===== config.mk =====
export PLATFORM = sky130hd
export DESIGN_NAME = nor_cmd_seq
export DESIGN_NICKNAME = d
export VERILOG_FILES = /design/src/rtl/nor_seq_pkg.sv /design/src/rtl/nor_bus_cycle.sv /design/src/rtl/nor_poll_timer.sv /design/src/rtl/nor_cmd_seq.sv
export SDC_FILE = /design/constraint.sdc
export NUM_CORES = 1
export LEC_CHECK = 0
export CORE_MARGIN = 1.5
export CORE_UTILIZATION = 55
export CTS_CLUSTER_DIAMETER = 50
export DETAILED_ROUTE_END_ITERATION = 12
export PLACE_DENSITY_LB_ADDON = 0.2
export SKIP_LAST_GASP = 1
export SLEW_MARGIN = 40
export SYNTH_ARGS = -nofsm -noshare
export SYNTH_HDL_FRONTEND = slang
export SYNTH_SLANG_ARGS = --single-unit

===== constraint.sdc =====
create_clock -name clk -period 3.65 [get_ports clk]
set_input_delay 0.73 -clock clk [delete_from_list [all_inputs] [get_ports clk]]
set_output_delay 0.73 -clock clk [all_outputs]
set_load 0.02 [all_outputs]

===== src/rtl/nor_seq_pkg.sv =====
package nor_seq_pkg;

  typedef enum logic [1:0] {OP_NONE, OP_ERASE, OP_PROG} op_e;

  typedef enum logic [2:0] {
    S_IDLE, S_CMD, S_POLL1, S_POLL2, S_RST, S_VFY, S_END
  } seq_st_e;

  typedef struct packed {
    logic [10:0] off;
    logic [7:0]  data;
  } cmd_t;

  localparam int ERASE_STEPS = 6;
  localparam int PROG_STEPS  = 4;

  localparam logic [10:0] OFF_KEY1  = 11'h555;
  localparam logic [10:0] OFF_KEY2  = 11'h2AA;
  localparam logic [7:0]  KEY1      = 8'hAA;
  localparam logic [7:0]  KEY2      = 8'h55;
  localparam logic [7:0]  ERASE_PRE = 8'h80;
  localparam logic [7:0]  ERASE_GO  = 8'h30;
  localparam logic [7:0]  PROG_GO   = 8'hA0;
  localparam logic [7:0]  READ_MODE = 8'hF0;
  localparam logic [7:0]  BLANK     = 8'hFF;

  // Unlock pair: step 0 and 1 of every command train
  function automatic cmd_t key_step(input logic k);
    cmd_t c;
    if (!k) c = '{off: OFF_KEY1, data: KEY1};
    else    c = '{off: OFF_KEY2, data: KEY2};
    return c;
  endfunction

  function automatic cmd_t erase_step(input logic [2:0] k);
    cmd_t c;
    case (k)
      3'd0, 3'd3: c = key_step(1'b0);
      3'd1, 3'd4: c = key_step(1'b1);
      3'd2:       c = '{off: OFF_KEY1, data: ERASE_PRE};
      default:    c = '{off: 11'h000, data: ERASE_GO};
    endcase
    return c;
  endfunction

  // Steps 0..2 of a byte program; step 3 carries the target byte
  function automatic cmd_t prog_step(input logic [2:0] k);
    cmd_t c;
    case (k)
      3'd0:    c = key_step(1'b0);
      3'd1:    c = key_step(1'b1);
      default: c = '{off: OFF_KEY1, data: PROG_GO};
    endcase
    return c;
  endfunction

endpackage


===== src/rtl/nor_bus_cycle.sv =====
module nor_bus_cycle #(
  parameter int ADDR_W  = 11,
  parameter int WE_HOLD = 2,
  parameter int RD_HOLD = 2,
  parameter int SETTLE  = 2
) (
  input  logic              clk,
  input  logic              rst,
  input  logic              req,
  input  logic              is_wr,
  input  logic [ADDR_W-1:0] addr,
  input  logic [7:0]        wdata,
  output logic              ack,
  output logic [7:0]        rdata,
  output logic [ADDR_W-1:0] fl_addr,
  output logic [7:0]        fl_dout,
  input  logic [7:0]        fl_din,
  output logic              fl_we_n,
  output logic              fl_oe_n
);

  localparam int STRB_MAX = (WE_HOLD > RD_HOLD) ? WE_HOLD : RD_HOLD;
  localparam int MAXC     = (STRB_MAX > SETTLE) ? STRB_MAX : SETTLE;
  localparam int CW       = $clog2(MAXC + 1);

  typedef enum logic [1:0] {B_IDLE, B_SETUP, B_STRB, B_RECOV} bst_e;

  bst_e          bst;
  logic [CW-1:0] cnt;
  logic          wr_q;

  always_ff @(posedge clk) begin
    if (rst) begin
      bst     <= B_IDLE;
      cnt     <= '0;
      wr_q    <= 1'b0;
      ack     <= 1'b0;
      rdata   <= '0;
      fl_addr <= '0;
      fl_dout <= '0;
      fl_we_n <= 1'b1;
      fl_oe_n <= 1'b1;
    end else begin
      ack <= 1'b0;
      case (bst)
        B_IDLE: begin
          if (req) begin
            fl_addr <= addr;
            fl_dout <= wdata;
            wr_q    <= is_wr;
            bst     <= B_SETUP;
          end
        end
        B_SETUP: begin
          if (wr_q) begin
            fl_we_n <= 1'b0;
            cnt     <= CW'(WE_HOLD - 1);
          end else begin
            fl_oe_n <= 1'b0;
            cnt     <= CW'(RD_HOLD - 1);
          end
          bst <= B_STRB;
        end
        B_STRB: begin
          if (cnt == '0) begin
            fl_we_n <= 1'b1;
            fl_oe_n <= 1'b1;
            if (!wr_q) rdata <= fl_din;
            cnt <= wr_q ? CW'(SETTLE - 1) : '0;
            bst <= B_RECOV;
          end else begin
            cnt <= cnt - 1'b1;
          end
        end
        default: begin
          if (cnt == '0) begin
            ack <= 1'b1;
            bst <= B_IDLE;
          end else begin
            cnt <= cnt - 1'b1;
          end
        end
      endcase
    end
  end

  // Strobe-run observers used only by the checks below
  logic [15:0] we_lo_run, oe_lo_run, we_hi_run;

  always_ff @(posedge clk) begin
    if (rst) begin
      we_lo_run <= '0;
      oe_lo_run <= '0;
      we_hi_run <= '1;
    end else begin
      we_lo_run <= fl_we_n ? '0 : we_lo_run + 1'b1;
      oe_lo_run <= fl_oe_n ? '0 : oe_lo_run + 1'b1;
      if (!fl_we_n)             we_hi_run <= '0;
      else if (we_hi_run != '1) we_hi_run <= we_hi_run + 1'b1;
    end
  end

  AST_STROBE_EXCL: assert property (@(posedge clk) disable iff (rst)
    !(!fl_we_n && !fl_oe_n));
  AST_WE_WIDTH: assert property (@(posedge clk) disable iff (rst)
    $rose(fl_we_n) |-> (we_lo_run == 16'(WE_HOLD)));
  AST_OE_WIDTH: assert property (@(posedge clk) disable iff (rst)
    $rose(fl_oe_n) |-> (oe_lo_run == 16'(RD_HOLD)));
  AST_WR_SETTLE: assert property (@(posedge clk) disable iff (rst)
    $fell(fl_we_n) |-> (we_hi_run >= 16'(SETTLE + 1)));
  AST_BUS_HELD: assert property (@(posedge clk) disable iff (rst)
    (!fl_we_n && $past(!fl_we_n)) |-> ($stable(fl_addr) && $stable(fl_dout)));
  AST_REQ_WHEN_IDLE: assert property (@(posedge clk) disable iff (rst)
    req |-> (bst == B_IDLE));

endmodule


===== src/rtl/nor_poll_timer.sv =====
module nor_poll_timer #(
  parameter int POLL_MAX = 1000000
) (
  input  logic clk,
  input  logic rst,
  input  logic clr,
  input  logic tick,
  output logic last
);

  localparam int CW = $clog2(POLL_MAX + 1);

  logic [CW-1:0] cnt;

  always_ff @(posedge clk) begin
    if (rst || clr) cnt <= '0;
    else if (tick)  cnt <= cnt + 1'b1;
  end

  assign last = (cnt == CW'(POLL_MAX - 1));

  AST_POLL_BOUND: assert property (@(posedge clk) disable iff (rst)
    cnt < CW'(POLL_MAX));
  AST_NO_TICK_AT_LIMIT: assert property (@(posedge clk) disable iff (rst)
    tick |-> !last);

endmodule


===== src/rtl/nor_cmd_seq.sv =====
module nor_cmd_seq
  import nor_seq_pkg::*;
#(
  parameter int ADDR_W     = 11,
  parameter int BANK_BYTES = 16,
  parameter int POLL_MAX   = 1000000,
  parameter int WE_HOLD    = 2,
  parameter int RD_HOLD    = 2,
  parameter int SETTLE     = 2
) (
  input  logic                          clk,
  input  logic                          rst,
  input  logic                          start_erase,
  input  logic                          start_prog,
  output logic [$clog2(BANK_BYTES)-1:0] src_addr,
  input  logic [7:0]                    src_data,
  output logic [ADDR_W-1:0]             fl_addr,
  output logic [7:0]                    fl_dout,
  input  logic [7:0]                    fl_din,
  output logic                          fl_we_n,
  output logic                          fl_oe_n,
  output logic                          busy,
  output logic                          done,
  output logic                          err_timeout,
  output logic                          err_verify
);

  localparam int              IW       = $clog2(BANK_BYTES);
  localparam logic [IW-1:0]   LAST_IDX = IW'(BANK_BYTES - 1);

  seq_st_e       st;
  op_e           op;
  logic [2:0]    step;
  logic [IW-1:0] idx;
  logic          wait_ack;
  logic [7:0]    first_rd;

  logic              bus_req, bus_wr, bus_ack;
  logic [ADDR_W-1:0] bus_addr;
  logic [7:0]        bus_wdata, bus_rdata;
  logic              poll_clr, poll_tick, poll_last;
  logic              acc, pair_eq;
  logic [2:0]        last_step;
  logic [7:0]        vfy_exp;
  cmd_t              cmd_c;

  assign src_addr  = idx;
  assign acc       = (st == S_CMD) || (st == S_POLL1) || (st == S_POLL2) ||
                     (st == S_RST) || (st == S_VFY);
  assign bus_req   = acc && !wait_ack;
  assign bus_wr    = (st == S_CMD) || (st == S_RST);
  assign last_step = (op == OP_ERASE) ? 3'(ERASE_STEPS - 1) : 3'(PROG_STEPS - 1);
  assign pair_eq   = (bus_rdata == first_rd);
  assign vfy_exp   = (op == OP_ERASE) ? BLANK : src_data;
  assign poll_clr  = (st != S_POLL1) && (st != S_POLL2);
  assign poll_tick = (st == S_POLL2) && bus_ack && !pair_eq && !poll_last;

  always_comb begin
    cmd_c     = (op == OP_ERASE) ? erase_step(step) : prog_step(step);
    bus_addr  = '0;
    bus_wdata = '0;
    case (st)
      S_CMD: begin
        if (op == OP_PROG && step == 3'(PROG_STEPS - 1)) begin
          bus_addr  = ADDR_W'(idx);
          bus_wdata = src_data;
        end else begin
          bus_addr  = ADDR_W'(cmd_c.off);
          bus_wdata = cmd_c.data;
        end
      end
      S_RST:   bus_wdata = READ_MODE;
      S_VFY:   bus_addr  = ADDR_W'(idx);
      default: ;
    endcase
  end

  always_ff @(posedge clk) begin
    if (rst) begin
      st          <= S_IDLE;
      op          <= OP_NONE;
      step        <= '0;
      idx         <= '0;
      wait_ack    <= 1'b0;
      first_rd    <= '0;
      busy        <= 1'b0;
      done        <= 1'b0;
      err_timeout <= 1'b0;
      err_verify  <= 1'b0;
    end else begin
      done <= 1'b0;
      if (bus_req)      wait_ack <= 1'b1;
      else if (bus_ack) wait_ack <= 1'b0;
      case (st)
        S_IDLE: begin
          if (start_erase || start_prog) begin
            op          <= start_erase ? OP_ERASE : OP_PROG;
            busy        <= 1'b1;
            err_timeout <= 1'b0;
            err_verify  <= 1'b0;
            step        <= '0;
            idx         <= '0;
            st          <= S_CMD;
          end
        end
        S_CMD: begin
          if (bus_ack) begin
            if (step == last_step) begin
              step <= '0;
              st   <= S_POLL1;
            end else begin
              step <= step + 1'b1;
            end
          end
        end
        S_POLL1: begin
          if (bus_ack) begin
            first_rd <= bus_rdata;
            st       <= S_POLL2;
          end
        end
        S_POLL2: begin
          if (bus_ack) begin
            if (pair_eq) begin
              if (op == OP_PROG && idx != LAST_IDX) begin
                idx <= idx + 1'b1;
                st  <= S_CMD;
              end else begin
                idx <= '0;
                st  <= S_RST;
              end
            end else if (poll_last) begin
              err_timeout <= 1'b1;
              st          <= S_END;
            end else begin
              st <= S_POLL1;
            end
          end
        end
        S_RST: begin
          if (bus_ack) st <= S_VFY;
        end
        S_VFY: begin
          if (bus_ack) begin
            if (bus_rdata != vfy_exp) begin
              err_verify <= 1'b1;
              st         <= S_END;
            end else if (idx == LAST_IDX) begin
              st <= S_END;
            end else begin
              idx <= idx + 1'b1;
            end
          end
        end
        default: begin
          busy <= 1'b0;
          done <= 1'b1;
          st   <= S_IDLE;
        end
      endcase
    end
  end

  nor_bus_cycle #(
    .ADDR_W (ADDR_W),
    .WE_HOLD(WE_HOLD),
    .RD_HOLD(RD_HOLD),
    .SETTLE (SETTLE)
  ) i_bus (
    .clk    (clk),
    .rst    (rst),
    .req    (bus_req),
    .is_wr  (bus_wr),
    .addr   (bus_addr),
    .wdata  (bus_wdata),
    .ack    (bus_ack),
    .rdata  (bus_rdata),
    .fl_addr(fl_addr),
    .fl_dout(fl_dout),
    .fl_din (fl_din),
    .fl_we_n(fl_we_n),
    .fl_oe_n(fl_oe_n)
  );

  nor_poll_timer #(
    .POLL_MAX(POLL_MAX)
  ) i_poll (
    .clk (clk),
    .rst (rst),
    .clr (poll_clr),
    .tick(poll_tick),
    .last(poll_last)
  );

  AST_DONE_PULSE: assert property (@(posedge clk) disable iff (rst)
    done |=> !done);
  AST_DONE_NOT_BUSY: assert property (@(posedge clk) disable iff (rst)
    done |-> !busy);
  AST_BUSY_ENDS_WITH_DONE: assert property (@(posedge clk) disable iff (rst)
    $fell(busy) |-> done);
  AST_ONE_ERROR: assert property (@(posedge clk) disable iff (rst)
    !(err_timeout && err_verify));
  AST_TIMEOUT_ENDS: assert property (@(posedge clk) disable iff (rst)
    $rose(err_timeout) |-> (st == S_END));
  AST_READBACK_NO_WRITE: assert property (@(posedge clk) disable iff (rst)
    (st == S_VFY) |-> fl_we_n);

endmodule


==> flow_metrics.env <==
export IMPL_status="completed"
export IMPL_cts_inserted_buffers=9
export IMPL_syn_area_um2=3970
export IMPL_crit_chain="inv_1 > ha_1 > nor3b_1 > a22oi_1 > o21ai_0 > nor2_1 > a21o_1 > a22oi_1 > nor2_1"
export IMPL_die_w_um=88.0
export IMPL_n_fill_cell=552
export IMPL_cp_data_arrival_time_ps=2750
export IMPL_avgViaCountPerCell=5.74
export IMPL_seq_area_frac_synth_pct=37.8
export IMPL_finalHoldViolCount=0
export IMPL_setup_tns_ps=0
export IMPL_cp_required_ps=3870
export IMPL_grt_antenna_before_repair=0
export IMPL_grt_pass1_vias=3375
export IMPL_multi_input_area_um2=2280
export IMPL_rsz0062_at_grt="false"
export IMPL_path_clk_slew_ps=80
export IMPL_area_growth_syn_to_layout_pct=18.3
export IMPL_skew_ps=10.1
export IMPL_final_nets=558
export IMPL_numPortBuffers=48
export IMPL_seqCellArea_um2=1500
export IMPL_final_common_cell="dfxtp_1"
export IMPL_postCtsSetupBuffers=0
export IMPL_wl_per_cell_um=14.8
export IMPL_grt_overflow=0
export IMPL_setup_viol=0
export IMPL_yosys_cell_types_count=52
export IMPL_syn_avg_cell_area_um2=8.09
export IMPL_place_congestion=0.979
export IMPL_drc=0
export IMPL_endpoint_kind="register"
export IMPL_worst_slew_pin_slew_ps=712
export IMPL_cts_buffer_depth=2
export IMPL_fin_util_pct=68.4
export IMPL_cts_tree="done"
export IMPL_track_usage_pct=25.3
export IMPL_grt_max_degree=57
export IMPL_syn_inst=491
export IMPL_clock_root_buffer="clkbuf_8"
export IMPL_drt_first_pass_iters=5
export IMPL_crit_type="register to register"
export IMPL_dr_total_vias=3596
export IMPL_hpwl_um=6670
export IMPL_finalCriticalPeriod_ps=2530
export IMPL_die_area_um2=7740
export IMPL_crit_fanout=9
export IMPL_slew_violations=0
export IMPL_fin_crit_sh_pct=69.3
export IMPL_clk_insertion_delay_late_ps=350
export IMPL_syn_num_nets=524
export IMPL_final_antenna_net_count=0
export IMPL_clock_sinks=75
export IMPL_drt_iter0_drc=229
export IMPL_hold_path_class="register to register"
export IMPL_finalPower_w=0.00296
export IMPL_post_cts_resized=0
export IMPL_yosysWarnings=0
export IMPL_peakVddDrop_mv=0.341
export IMPL_max_clock_freq_mhz=395
export IMPL_fin_area_um2=4700
export IMPL_grt_pass1_wl_um=15300
export IMPL_p_leak_nw=1.67
export IMPL_cellPowerDensity_nw_per_um2=631
export IMPL_cap_violations=0
export IMPL_drive_above_1_share_pct=6.04
export IMPL_start_kind="register"
export IMPL_ys_ff_latch=75
export IMPL_row_count=30
export IMPL_die_y_um=88.0
export IMPL_ctsHoldBuffers=0
export IMPL_relSlewSlack_pct=52.6
export IMPL_io_pins=49
export IMPL_coreArea_um2=6870
export IMPL_layout_common_cells="dfxtp_1, nor2_1, nand2_1"
export IMPL_wl_um=9280
export IMPL_antenna_cells=0
export IMPL_slowest_stage="dfxtp_1"
export IMPL_place_area_um2=4450
export IMPL_h_tree_depth=3
export IMPL_start_util_pct=57.8
export IMPL_slowest_delay_ps=480
-- final timing paths --
kind / startpoint / endpoint / slack, ps / cells after the start
worst min register to register: i_bus.fl_addr[1] / i_bus.fl_addr[1] / 460 / 2
worst max-delay path: step[2] / i_bus.fl_addr[2] / 1120 / 9
worst max register to register: step[2] / i_bus.fl_addr[2] / 1120 / 9
worst min-delay path: i_bus.fl_addr[1] / i_bus.fl_addr[1] / 460 / 2
-- state kept, by name, summed over array words and instances, names as in the netlist --
signal	cells
i_bus.cnt	2
busy	1
st	3
done	1
op	2
i_bus.ack	1
src_addr	4
err_timeout	1
first_rd	8
i_bus.fl_we_n	1
i_bus.fl_addr	6
i_bus.fl_dout	8
err_verify	1
i_poll.cnt	20
step	3
wait_ack	1
i_bus.rdata	8
i_bus.fl_oe_n	1
i_bus.bst	2
i_bus.wr_q	1
-- cell families (layout without fill, tap and decap cells) --
family	Yosys count	after routing	share of synthesized area, %
XOR/XNOR	31	31	6.84
adder cells (fa/ha/maj)	13	13	4.10
buffers and inverters	43	82	5.07
multiplexers	11	11	2.77
flip-flops	75	75	37.8
AO/OA/AOI/OAI	110	110	16.8
AND/OR/NAND/NOR	208	208	26.6
-- cells in the mapped netlist (all sizes together) --
master   instances  area share, %
dfxtp           75             38
nor2            68            6.4
nand2           50            4.7
a21oi           49            6.2
clkbuf          16            1.5
o21ai           16            2.2
xnor2           16            3.5
xor2            15            3.3
inv             14            1.3
nand3           14            1.8
buf             13            2.2
ha              13            4.1
nand4           13            2.0
mux2i           11            2.8
nand2b          10            1.6
nor3            10            1.5
o211ai           9            1.7
a22oi            8            1.5
a211oi           6            1.1
nor2b            6           0.95
nor4bb           6            1.5
and2             5           0.82
and3             5           0.79
o22ai            5           0.79
a31oi            4           0.63
or3              4           0.76
a211o            3           0.66
a21o             3           0.57
and4             3           0.66
nor4b            3           0.66
and3b            2           0.44
nand4bb          2           0.57
nor3b            2           0.38
o21bai           2           0.38
a31o             1           0.22
a32oi            1           0.22
and2b            1           0.25
nand3b           1           0.19
nor4             1           0.16
o2bb2ai          1           0.22
o311ai           1           0.22
o31ai            1           0.19
or2              1           0.16
or2b             1           0.19
-- critical path, delay by kind of cell (launching register included) --
kind | cells | cell delay (ps)
AOI/OAI and AO/OA | 4 | 930
adders and majority gates | 1 | 280
buffers and inverters | 1 | 120
DFF | 1 | 480
and+or+nand+nor | 3 | 590
-- area by class of cell --
class,count,share of cell area [%]
multi-input combinational,373,48.5
inverter,14,1.12
clock inverter,5,2.13
sequential,75,32.0
clock buffer,11,3.01
timing repair buffer,52,10.8
tap,96,2.56
-- where the power goes --
| group | internal, W | total, W | switching, W |
|---|---|---|---|
| Sequential | 0.000926 | 0.00106 | 0.000135 |
| Combinational | 0.000457 | 0.00113 | 0.000671 |
| Clock | 0.000471 | 0.000775 | 0.000304 |
| Total | 0.00185 | 0.00296 | 0.00111 |
-- per-layer routing --
metal  GRT usage (%)  wire (um)
met4            11.0        189
met1            28.6       3930
met5               0          0
met2            45.6       4810
met3            5.56        354
-- stage by stage --
step / std cells / hold slack [ps] / setup WS (ps)
after CTS: 626 / 460 / 1170
after floorplan: 491 / 450 / 1590
after global routing: 626 / 485 / 988
after global placement: 610 / 442 / 976
final: 626 / 457 / 1120
after detailed placement: 610 / 443 / 898
Power figures use the tool's default switching activity.
